--- config.mk ---
export PLATFORM = sky130hd
export DESIGN_NAME = dpx_raster_gen
export DESIGN_NICKNAME = d
export VERILOG_FILES = /design/src/rtl/dpx_pkg.sv /design/src/rtl/dpx_mode_hold.sv /design/src/rtl/dpx_axis_dec.sv /design/src/rtl/dpx_axis_cnt.sv /design/src/rtl/dpx_raster_gen.sv
export SDC_FILE = /design/constraint.sdc
export NUM_CORES = 1
export LEC_CHECK = 0
export CORE_MARGIN = 10
export CORE_UTILIZATION = 63
export CTS_BUF_LIST = sky130_fd_sc_hd__clkbuf_8
export CTS_CLUSTER_SIZE = 30
export DETAILED_ROUTE_END_ITERATION = 16
export PLACE_DENSITY_LB_ADDON = 0.3
export SLEW_MARGIN = 20
export SYNTH_ARGS = -nofsm -noshare
export SYNTH_HDL_FRONTEND = slang
export SYNTH_SLANG_ARGS = --single-unit
--- constraint.sdc ---
create_clock -name clk -period 9.49 [get_ports clk]
set_clock_uncertainty 0.15 [all_clocks]
set_input_delay 2.3725 -clock clk [delete_from_list [all_inputs] [get_ports clk]]
set_output_delay 2.3725 -clock clk [all_outputs]
set_load 0.005 [all_outputs]
--- src/rtl/dpx_pkg.sv ---
package dpx_pkg;
  localparam int TW = 16;

  typedef logic [TW-1:0] tcnt_t;

  // One axis of a timing set, all values in counter units (pairs or lines).
  typedef struct packed {
    tcnt_t sync;
    tcnt_t bp;
    tcnt_t act;
    tcnt_t fp;
  } axis_t;
endpackage

--- src/rtl/dpx_mode_hold.sv ---
module dpx_mode_hold
  import dpx_pkg::*;
#(
  parameter axis_t STD_H = '0,
  parameter axis_t STD_V = '0,
  parameter axis_t RB_H  = '0,
  parameter axis_t RB_V  = '0
) (
  input  logic  clk,
  input  logic  rst_n,
  input  logic  frame_start,
  input  logic  mode_in,
  output logic  mode_q,
  output axis_t h_tim,
  output axis_t v_tim
);
  logic sel;

  // The frame mode is latched at position (0,0) only.
  always_ff @(posedge clk) begin
    if (!rst_n)           mode_q <= 1'b0;
    else if (frame_start) mode_q <= mode_in;
  end

  // At the first clock of a frame the fresh mode already governs.
  assign sel   = frame_start ? mode_in : mode_q;
  assign h_tim = sel ? RB_H : STD_H;
  assign v_tim = sel ? RB_V : STD_V;
endmodule

--- src/rtl/dpx_axis_dec.sv ---
module dpx_axis_dec
  import dpx_pkg::*;
#(
  parameter int POS_W = 10
) (
  input  tcnt_t             cnt,
  input  axis_t             tim,
  output logic              in_sync,
  output logic              in_act,
  output logic              last,
  output logic [POS_W-1:0]  pos
);
  tcnt_t act_start;
  tcnt_t total;
  tcnt_t rel;

  assign act_start = tim.sync + tim.bp;
  assign total     = act_start + tim.act + tim.fp;
  assign rel       = cnt - act_start;

  assign in_sync = (cnt < tim.sync);
  assign in_act  = (cnt >= act_start) && (rel < tim.act);
  assign last    = (cnt == total - tcnt_t'(1));
  assign pos     = in_act ? POS_W'(rel) : '0;
endmodule

--- src/rtl/dpx_axis_cnt.sv ---
module dpx_axis_cnt
  import dpx_pkg::*;
(
  input  logic  clk,
  input  logic  rst_n,
  input  logic  en,
  input  logic  last,
  output tcnt_t cnt,
  output logic  wrap
);
  assign wrap = en && last;

  always_ff @(posedge clk) begin
    if (!rst_n)  cnt <= '0;
    else if (en) cnt <= last ? '0 : cnt + tcnt_t'(1);
  end
endmodule

--- src/rtl/dpx_raster_gen.sv ---
module dpx_raster_gen
  import dpx_pkg::*;
#(
  parameter int H_ACT   = 800,
  parameter int V_ACT   = 1200,
  parameter int STD_HS  = 96,
  parameter int STD_HBP = 152,
  parameter int STD_HFP = 32,
  parameter int STD_VS  = 3,
  parameter int STD_VBP = 46,
  parameter int STD_VFP = 1,
  parameter int RB_HS   = 8,
  parameter int RB_HBP  = 56,
  parameter int RB_HFP  = 48,
  parameter int RB_VS   = 1,
  parameter int RB_VBP  = 1,
  parameter int RB_VFP  = 12,
  localparam int COL_W  = $clog2(2 * H_ACT),
  localparam int LINE_W = $clog2(V_ACT)
) (
  input  logic              clk,
  input  logic              rst_n,
  input  logic              mode_rb,
  input  logic              hs_pol,
  input  logic              vs_pol,
  output logic              hsync_o,
  output logic              vsync_o,
  output logic              de_o,
  output logic [COL_W-1:0]  col_even_o,
  output logic [COL_W-1:0]  col_odd_o,
  output logic [LINE_W-1:0] line_idx_o
);
  localparam int PAIR_W = COL_W - 1;

  localparam axis_t STD_H = '{sync: TW'(STD_HS), bp: TW'(STD_HBP),
                              act: TW'(H_ACT), fp: TW'(STD_HFP)};
  localparam axis_t STD_V = '{sync: TW'(STD_VS), bp: TW'(STD_VBP),
                              act: TW'(V_ACT), fp: TW'(STD_VFP)};
  localparam axis_t RB_H  = '{sync: TW'(RB_HS), bp: TW'(RB_HBP),
                              act: TW'(H_ACT), fp: TW'(RB_HFP)};
  localparam axis_t RB_V  = '{sync: TW'(RB_VS), bp: TW'(RB_VBP),
                              act: TW'(V_ACT), fp: TW'(RB_VFP)};

  tcnt_t h_cnt, v_cnt;
  axis_t h_tim, v_tim;
  logic  frame_start, mode_act;
  logic  h_sync, h_act, h_last, h_wrap;
  logic  v_sync, v_act, v_last, v_wrap;
  logic  [PAIR_W-1:0] h_pos;
  logic  [LINE_W-1:0] v_pos;
  logic  de_nxt;

  assign frame_start = (h_cnt == '0) && (v_cnt == '0);

  dpx_mode_hold #(
    .STD_H(STD_H), .STD_V(STD_V), .RB_H(RB_H), .RB_V(RB_V)
  ) u_mode (
    .clk(clk), .rst_n(rst_n), .frame_start(frame_start), .mode_in(mode_rb),
    .mode_q(mode_act), .h_tim(h_tim), .v_tim(v_tim)
  );

  dpx_axis_dec #(.POS_W(PAIR_W)) u_hdec (
    .cnt(h_cnt), .tim(h_tim), .in_sync(h_sync), .in_act(h_act),
    .last(h_last), .pos(h_pos)
  );

  dpx_axis_dec #(.POS_W(LINE_W)) u_vdec (
    .cnt(v_cnt), .tim(v_tim), .in_sync(v_sync), .in_act(v_act),
    .last(v_last), .pos(v_pos)
  );

  dpx_axis_cnt u_hcnt (
    .clk(clk), .rst_n(rst_n), .en(1'b1), .last(h_last),
    .cnt(h_cnt), .wrap(h_wrap)
  );

  dpx_axis_cnt u_vcnt (
    .clk(clk), .rst_n(rst_n), .en(h_wrap), .last(v_last),
    .cnt(v_cnt), .wrap(v_wrap)
  );

  assign de_nxt = h_act && v_act;

  always_ff @(posedge clk) begin
    if (!rst_n) begin
      hsync_o    <= ~hs_pol;
      vsync_o    <= ~vs_pol;
      de_o       <= 1'b0;
      col_even_o <= '0;
      col_odd_o  <= '0;
      line_idx_o <= '0;
    end else begin
      hsync_o    <= ~(h_sync ^ hs_pol);
      vsync_o    <= ~(v_sync ^ vs_pol);
      de_o       <= de_nxt;
      col_even_o <= de_nxt ? {h_pos, 1'b0} : '0;
      col_odd_o  <= de_nxt ? {h_pos, 1'b1} : '0;
      line_idx_o <= de_nxt ? v_pos : '0;
    end
  end

  logic unused_ok;
  assign unused_ok = v_wrap;
endmodule

# [Word level (Yosys, flattened, before mapping)]
# Index checks and enable logic that the tools add are counted.
[totals] in_bits=5 word_cells=54 ff_bits=59 out_inout_bits=36
[classes] n_bitwise=7 n_eq_ne=2 n_addsub=12 order_cmp=6 muxes=8 reduce_logical=9
[op_table] cell="$add A16 B16 Y16" count=4
[op_table] cell="$mux W55" count=1
[op_table] cell="$mux W50" count=1
[op_table] cell="$add A16 B1 Y16 const B" count=2
[op_table] cell="$eq A16 B16 Y1" count=2
[op_table] cell="$ge A16 B16 Y1" count=2
[op_table] cell="$logic_not A16 Y1" count=2
[op_table] cell="$lt A16 B16 Y1" count=2
[op_table] cell="$sub A16 B1 Y16 const B" count=2
[op_table] cell="$sub A16 B16 Y16" count=2
[op_table] cell="$add A2 B16 Y16" count=1
[op_table] cell="$add A7 B16 Y16" count=1
[op_table] cell="$lt A16 B2 Y1" count=1
[op_table] cell="$lt A16 B7 Y1" count=1
[op_table] cell="$mux W16" count=1
[op_table] cell="$mux W10" count=1
[op_table] cell="$not A1 Y1" count=5
[op_table] cell="$logic_and A1 B1 Y1" count=4
[op_table] cell="$mux W1" count=4
[op_table] cell="$reduce_and A3 Y1" count=1
[op_table] cell="$reduce_and A2 Y1" count=1
[op_table] cell="$reduce_or A2 Y1" count=1
[op_table] cell="$xor A1 B1 Y1" count=2

# [Longest topological paths before layout]
[depth] word_depth=10 depth_mapped=18 depth_no_buf=17

# [By module]
# From an unflattened synthesis, not the netlist that was laid out.
[hier_totals] hier_cells=1347 area_unflattened_um2=10900.5
[by_module_without_submodules] module="dpx_axis_dec at u_hdec" instances=1 seq_area_each_um2=0.0 area_each_um2=3861.2 cells_each=496
[by_module_without_submodules] module="dpx_axis_dec at u_vdec" instances=1 seq_area_each_um2=0.0 area_each_um2=3659.8 cells_each=471
[by_module_without_submodules] module="dpx_axis_cnt" instances=2 seq_area_each_um2=320.3 area_each_um2=763.2 cells_each=85
[by_module_without_submodules] module="dpx_mode_hold" instances=1 seq_area_each_um2=20.0 area_each_um2=1004.7 cells_each=133
[by_module_without_submodules] module="dpx_raster_gen" instances=1 seq_area_each_um2=480.5 area_each_um2=848.3 cells_each=77

# [Worst setup path before layout]
# Ideal clock, no wire load.
[synth_timing] kind="input port to flip-flop" from="input mode_rb" to="register col_odd_o[3]" path_slack_ns=3.812 setup_ns=0.087 arrival_ns=5.441 required_time_ns=9.253 path_stages=16 path_cell_list="inv_1 nor4_4 nor2_4 inv_1 ha_1 clkbuf_1 a21oi_1 nor3b_1 nand2_1 a21oi_1 a211oi_2 a21o_1 a211oi_1 o2111ai_2 buf_6 nor4b_2"
[synth_between] elab_chain_len=8 word_cells_on_any_way=16 cone_classes="add/sub: 4; order compare: 4; mux: 4; reduce/logical: 4"
[synth_lines] item="start: declaration" line_no="dpx_raster_gen.sv:23" source="input logic mode_rb,"
[synth_lines] item="$mux W1 (*)" line_no="dpx_mode_hold.sv:26" source="assign sel = frame_start ? mode_in : mode_q;"
[synth_lines] item="$mux W55 or $mux W50 (tied branches)" line_no="dpx_mode_hold.sv:27, dpx_mode_hold.sv:28"
[synth_lines] item="$add A7 B16 Y16 or $add A2 B16 Y16 (tied branches)" line_no="dpx_axis_dec.sv:17" source="assign act_start = tim.sync + tim.bp;"
[synth_lines] item="$sub A16 B16 Y16" line_no="dpx_axis_dec.sv:19" source="assign rel = cnt - act_start;"
[synth_lines] item="$lt A16 B16 Y1" line_no="dpx_axis_dec.sv:22" source="assign in_act = (cnt >= act_start) && (rel < tim.act);"
[synth_lines] item="$logic_and A1 B1 Y1" line_no="dpx_axis_dec.sv:22"
[synth_lines] item="$logic_and A1 B1 Y1" line_no="dpx_raster_gen.sv:82" source="assign de_nxt = h_act && v_act;"
[synth_lines] item="$reduce_and A2 Y1 (no line)"
[synth_lines] item="end signal: assignment" line_no="dpx_raster_gen.sv:97" source="col_odd_o <= de_nxt ? {h_pos, 1'b1} : '0;"
[synth_lines] item="end: declaration" line_no="dpx_raster_gen.sv:30" source="output logic [COL_W-1:0] col_odd_o,"
# Every way passes the cells marked *; elsewhere a longest branch is shown, timed or not.
# A chain may end at the register's enable or synchronous reset.

# [Final worst setup path]
[layout_timing] from="input mode_rb" to="register line_idx_o[0]"
[layout_between] elab_chain_len=8 word_cells_on_any_way=15 cone_classes="add/sub: 4; order compare: 4; mux: 3; reduce/logical: 4"
[layout_lines] item="$mux W1 (*)" line_no="dpx_mode_hold.sv:26"
[layout_lines] item="$mux W55 or $mux W50 (tied branches)" line_no="dpx_mode_hold.sv:27, dpx_mode_hold.sv:28"
[layout_lines] item="$add A7 B16 Y16 or $add A2 B16 Y16 (tied branches)" line_no="dpx_axis_dec.sv:17"
[layout_lines] item="$sub A16 B16 Y16" line_no="dpx_axis_dec.sv:19"
[layout_lines] item="$lt A16 B16 Y1" line_no="dpx_axis_dec.sv:22"
[layout_lines] item="$logic_and A1 B1 Y1" line_no="dpx_axis_dec.sv:22"
[layout_lines] item="$logic_and A1 B1 Y1" line_no="dpx_raster_gen.sv:82"
[layout_lines] item="$reduce_and A3 Y1 (no line)"
[layout_lines] item="end signal: assignment" line_no="dpx_raster_gen.sv:98" source="line_idx_o <= de_nxt ? v_pos : '0;"
[layout_lines] item="end: declaration" line_no="dpx_raster_gen.sv:31" source="output logic [LINE_W-1:0] line_idx_o"
# Marked as above.

==> results.sh <==
export IMPL_status="complete, no violations"
export IMPL_layout_min_cycle_time_ns=6.47
export IMPL_root_buffer="clkbuf_8"
export IMPL_hold_class="flop to flop"
export IMPL_layout_drive_gt1_share=0.146
export IMPL_synth_compound_area_frac=0.124
export IMPL_initialDrtViolationCount=170
export IMPL_slowest_delay_ns=0.53
export IMPL_power_leakage_nw=1.55
export IMPL_crit_family="compound AO/OA/AOI/OAI gates"
export IMPL_holdBufCountCts=0
export IMPL_nFillCells=447
export IMPL_syn_area_per_cell_um2=8.88
export IMPL_relSlewSlack=0.424
export IMPL_rows=28
export IMPL_crit_arrival_ns=6.55
export IMPL_drt_pass1_iterations=5
export IMPL_fp_dieH_um=97.2
export IMPL_initial_core_util=0.642
export IMPL_ant_nets=0
export IMPL_synth_xor_area_frac=0.0999
export IMPL_grt_usage=0.184
export IMPL_crit_slowest_cell="clkdlybuf4s50_1"
export IMPL_drc=0
export IMPL_tightestPinTransition_ns=0.842
export IMPL_path_max_fanout=22
export IMPL_path_class="input port to flop"
export IMPL_cpMostUsedCell="inv_1"
export IMPL_synth_area_top_cells="dfxtp_1 (30%), xnor2_1 (6.5%), ha_1 (5.3%)"
export IMPL_setup_tns_ns=0
export IMPL_ys_flop_type="dfxtp_1"
export IMPL_async_flop_share=0
export IMPL_dieWidth_um=97.2
export IMPL_ys_seq_area_frac=0.304
export IMPL_yosysMostFrequentCell="dfxtp_1"
export IMPL_slew_viol_final=0
export IMPL_grt_pass1_wl_um=14500
export IMPL_p_total_mw=0.538
export IMPL_synth_fa_ha_area_frac=0.0533
export IMPL_port_buffers=39
export IMPL_setup_viol=0
export IMPL_htree_levels=3
export IMPL_power_density_nw_per_um2=128
export IMPL_routed_wl_um=8830
export IMPL_die_area_um2=9450
export IMPL_cts_setup_buffers=0
export IMPL_area_growth_syn_to_layout_pct=11.4
export IMPL_cp_end_kind="flop"
export IMPL_yosys_area_top_type="dfxtp_1"
export IMPL_post_cts_resized=0
export IMPL_diodes=0
export IMPL_synth_common_cells="dfxtp_1 (57), nor2_1 (50), nand2_1 (31)"
export IMPL_path_clk_slew_ns=0.06
export IMPL_syn_nets=444
export IMPL_cts_buffers=9
export IMPL_synth_simple_area_share=0.314
export IMPL_timing_critical_path_buf_inv=4
export IMPL_ir_drop_v=0.000104
export IMPL_place_area_um2=4000
export IMPL_final_net_count=456
export IMPL_cts_buffer_depth=2
export IMPL_holdWs_ns=0.347
export IMPL_cts_tree="done"
export IMPL_rsz0062_at_grt="no"
export IMPL_io_pins=41
export IMPL_synth_top_family_by_area="simple AND/OR/NAND/NOR gates"
export IMPL_clk_latency_ns=0.34
export IMPL_clock_sinks=57
export IMPL_dp_hpwl_um=6800
export IMPL_grt_antenna_before_repair=0
export IMPL_final_area_um2=4190
export IMPL_ys_types=71
export IMPL_core_area_um2=5850
export IMPL_grt_max_degree=23
export IMPL_place_congestion=0.948
export IMPL_critPathLaunchType="input port"
export IMPL_synthCells=423
export IMPL_vias=3107
export IMPL_synth_edf_count=0
export IMPL_hold_viol_final=0
export IMPL_drv_cap=0
export IMPL_synthMuxAreaShare=0.0173
export IMPL_fmax_mhz=154
export IMPL_ys_ff_latch=57
export IMPL_cp_cell_sequence="clkdlybuf4s50_1 > inv_1 > nor4_4 > nor2_4 > inv_1 > ha_1 > and2_1 > o21ai_0 > nand2_1 > o41ai_1 > o2111ai_1 > a211oi_1 > o2111ai_2 > buf_4 > a2111oi_1"
export IMPL_yosysTopAreaCellShare=0.304
export IMPL_overflow=0
export IMPL_grt_pass1_vias=2964
export IMPL_yosys_warnings=0
export IMPL_synth_area_um2=3760
export IMPL_post_route_period_util=0.682
export IMPL_required_ns=9.56
export IMPL_route_detailed_wl_per_inst_um=17.2
export IMPL_via_per_inst=6.06
-- area by class of cell --
cell class / count / area [µm²] / area share
tap: 75 / 93.8 / 0.0224
clock buffer: 10 / 138 / 0.0329
inverter: 19 / 71.3 / 0.0170
multi-input combinational: 308 / 2300 / 0.549
clock inverter: 4 / 45.0 / 0.0108
timing repair buffer: 40 / 398 / 0.0950
sequential: 57 / 1140 / 0.273
-- kinds of logic (layout without fill, tap and decap cells) --
family | after synthesis | count (layout)
muxes | 6 | 6
and+or+nand+nor | 187 | 187
DFF | 57 | 57
adders and majority gates | 16 | 16
AOI/OAI and AO/OA | 56 | 56
other | 1 | 1
xor gates and xnor gates | 42 | 42
buffers and inverters | 58 | 73
-- flip-flops by register name, summed over array words and instances (netlist names) --
register       flops
col_odd_o         10
de_o               1
hsync_o            1
line_idx_o        11
u_hcnt.cnt        16
u_mode.mode_q      1
u_vcnt.cnt        16
vsync_o            1
-- path summary, 6_finish.rpt --
check | start | to | slack [ns] | cells after the start
hold / removal | u_hcnt.cnt[0] | u_hcnt.cnt[0] | 0.35 | 1
setup / recovery | mode_rb | line_idx_o[0] | 3.02 | 15
setup reg to reg | u_vcnt.cnt[1] | line_idx_o[0] | 4.59 | 16
hold reg to reg | u_hcnt.cnt[0] | u_hcnt.cnt[0] | 0.35 | 1
-- cells in the final DEF, fill, tap and decap left out, types with 12 or more instances in the layout --
cell	count
dfxtp_1	57
nor2_1	50
clkdlybuf4s50_1	39
nand2_1	31
xnor2_1	28
inv_1	19
nor3_1	17
ha_1	16
nand3_1	14
xor2_1	13
o21ai_0	12
-- metal layers --
| metal | up-vias | track usage | wire length (µm) | part of all wire |
|---|---|---|---|---|
| li1 | 1507 | - | - | - |
| met1 | 1466 | 0.225 | 3930 | 0.44 |
| met2 | 111 | 0.280 | 4000 | 0.45 |
| met3 | 23 | 0.0619 | 643 | 0.073 |
| met4 | 0 | 0.0906 | 262 | 0.030 |
| met5 | - | 0 | 0 | 0 |
-- report_power, final --
| part | leakage, nW | total, mW | switching (mW) | internal [mW] |
|---|---|---|---|---|
| clock network | 0.0978 | 0.216 | 0.0923 | 0.124 |
| logic | 0.992 | 0.0770 | 0.0463 | 0.0307 |
| registers | 0.460 | 0.244 | 0.00259 | 0.242 |
| total | 1.55 | 0.538 | 0.141 | 0.396 |
-- metrics by stage --
stage,util,worst slack (ns),instances
after floorplan,-,3.81,423
after global placement,0.683,2.75,499
after detailed placement,0.683,2.69,499
after CTS,0.714,3.04,513
after global routing,0.716,2.82,513
final,0.716,3.02,513
Power figures use the tool's default switching activity.
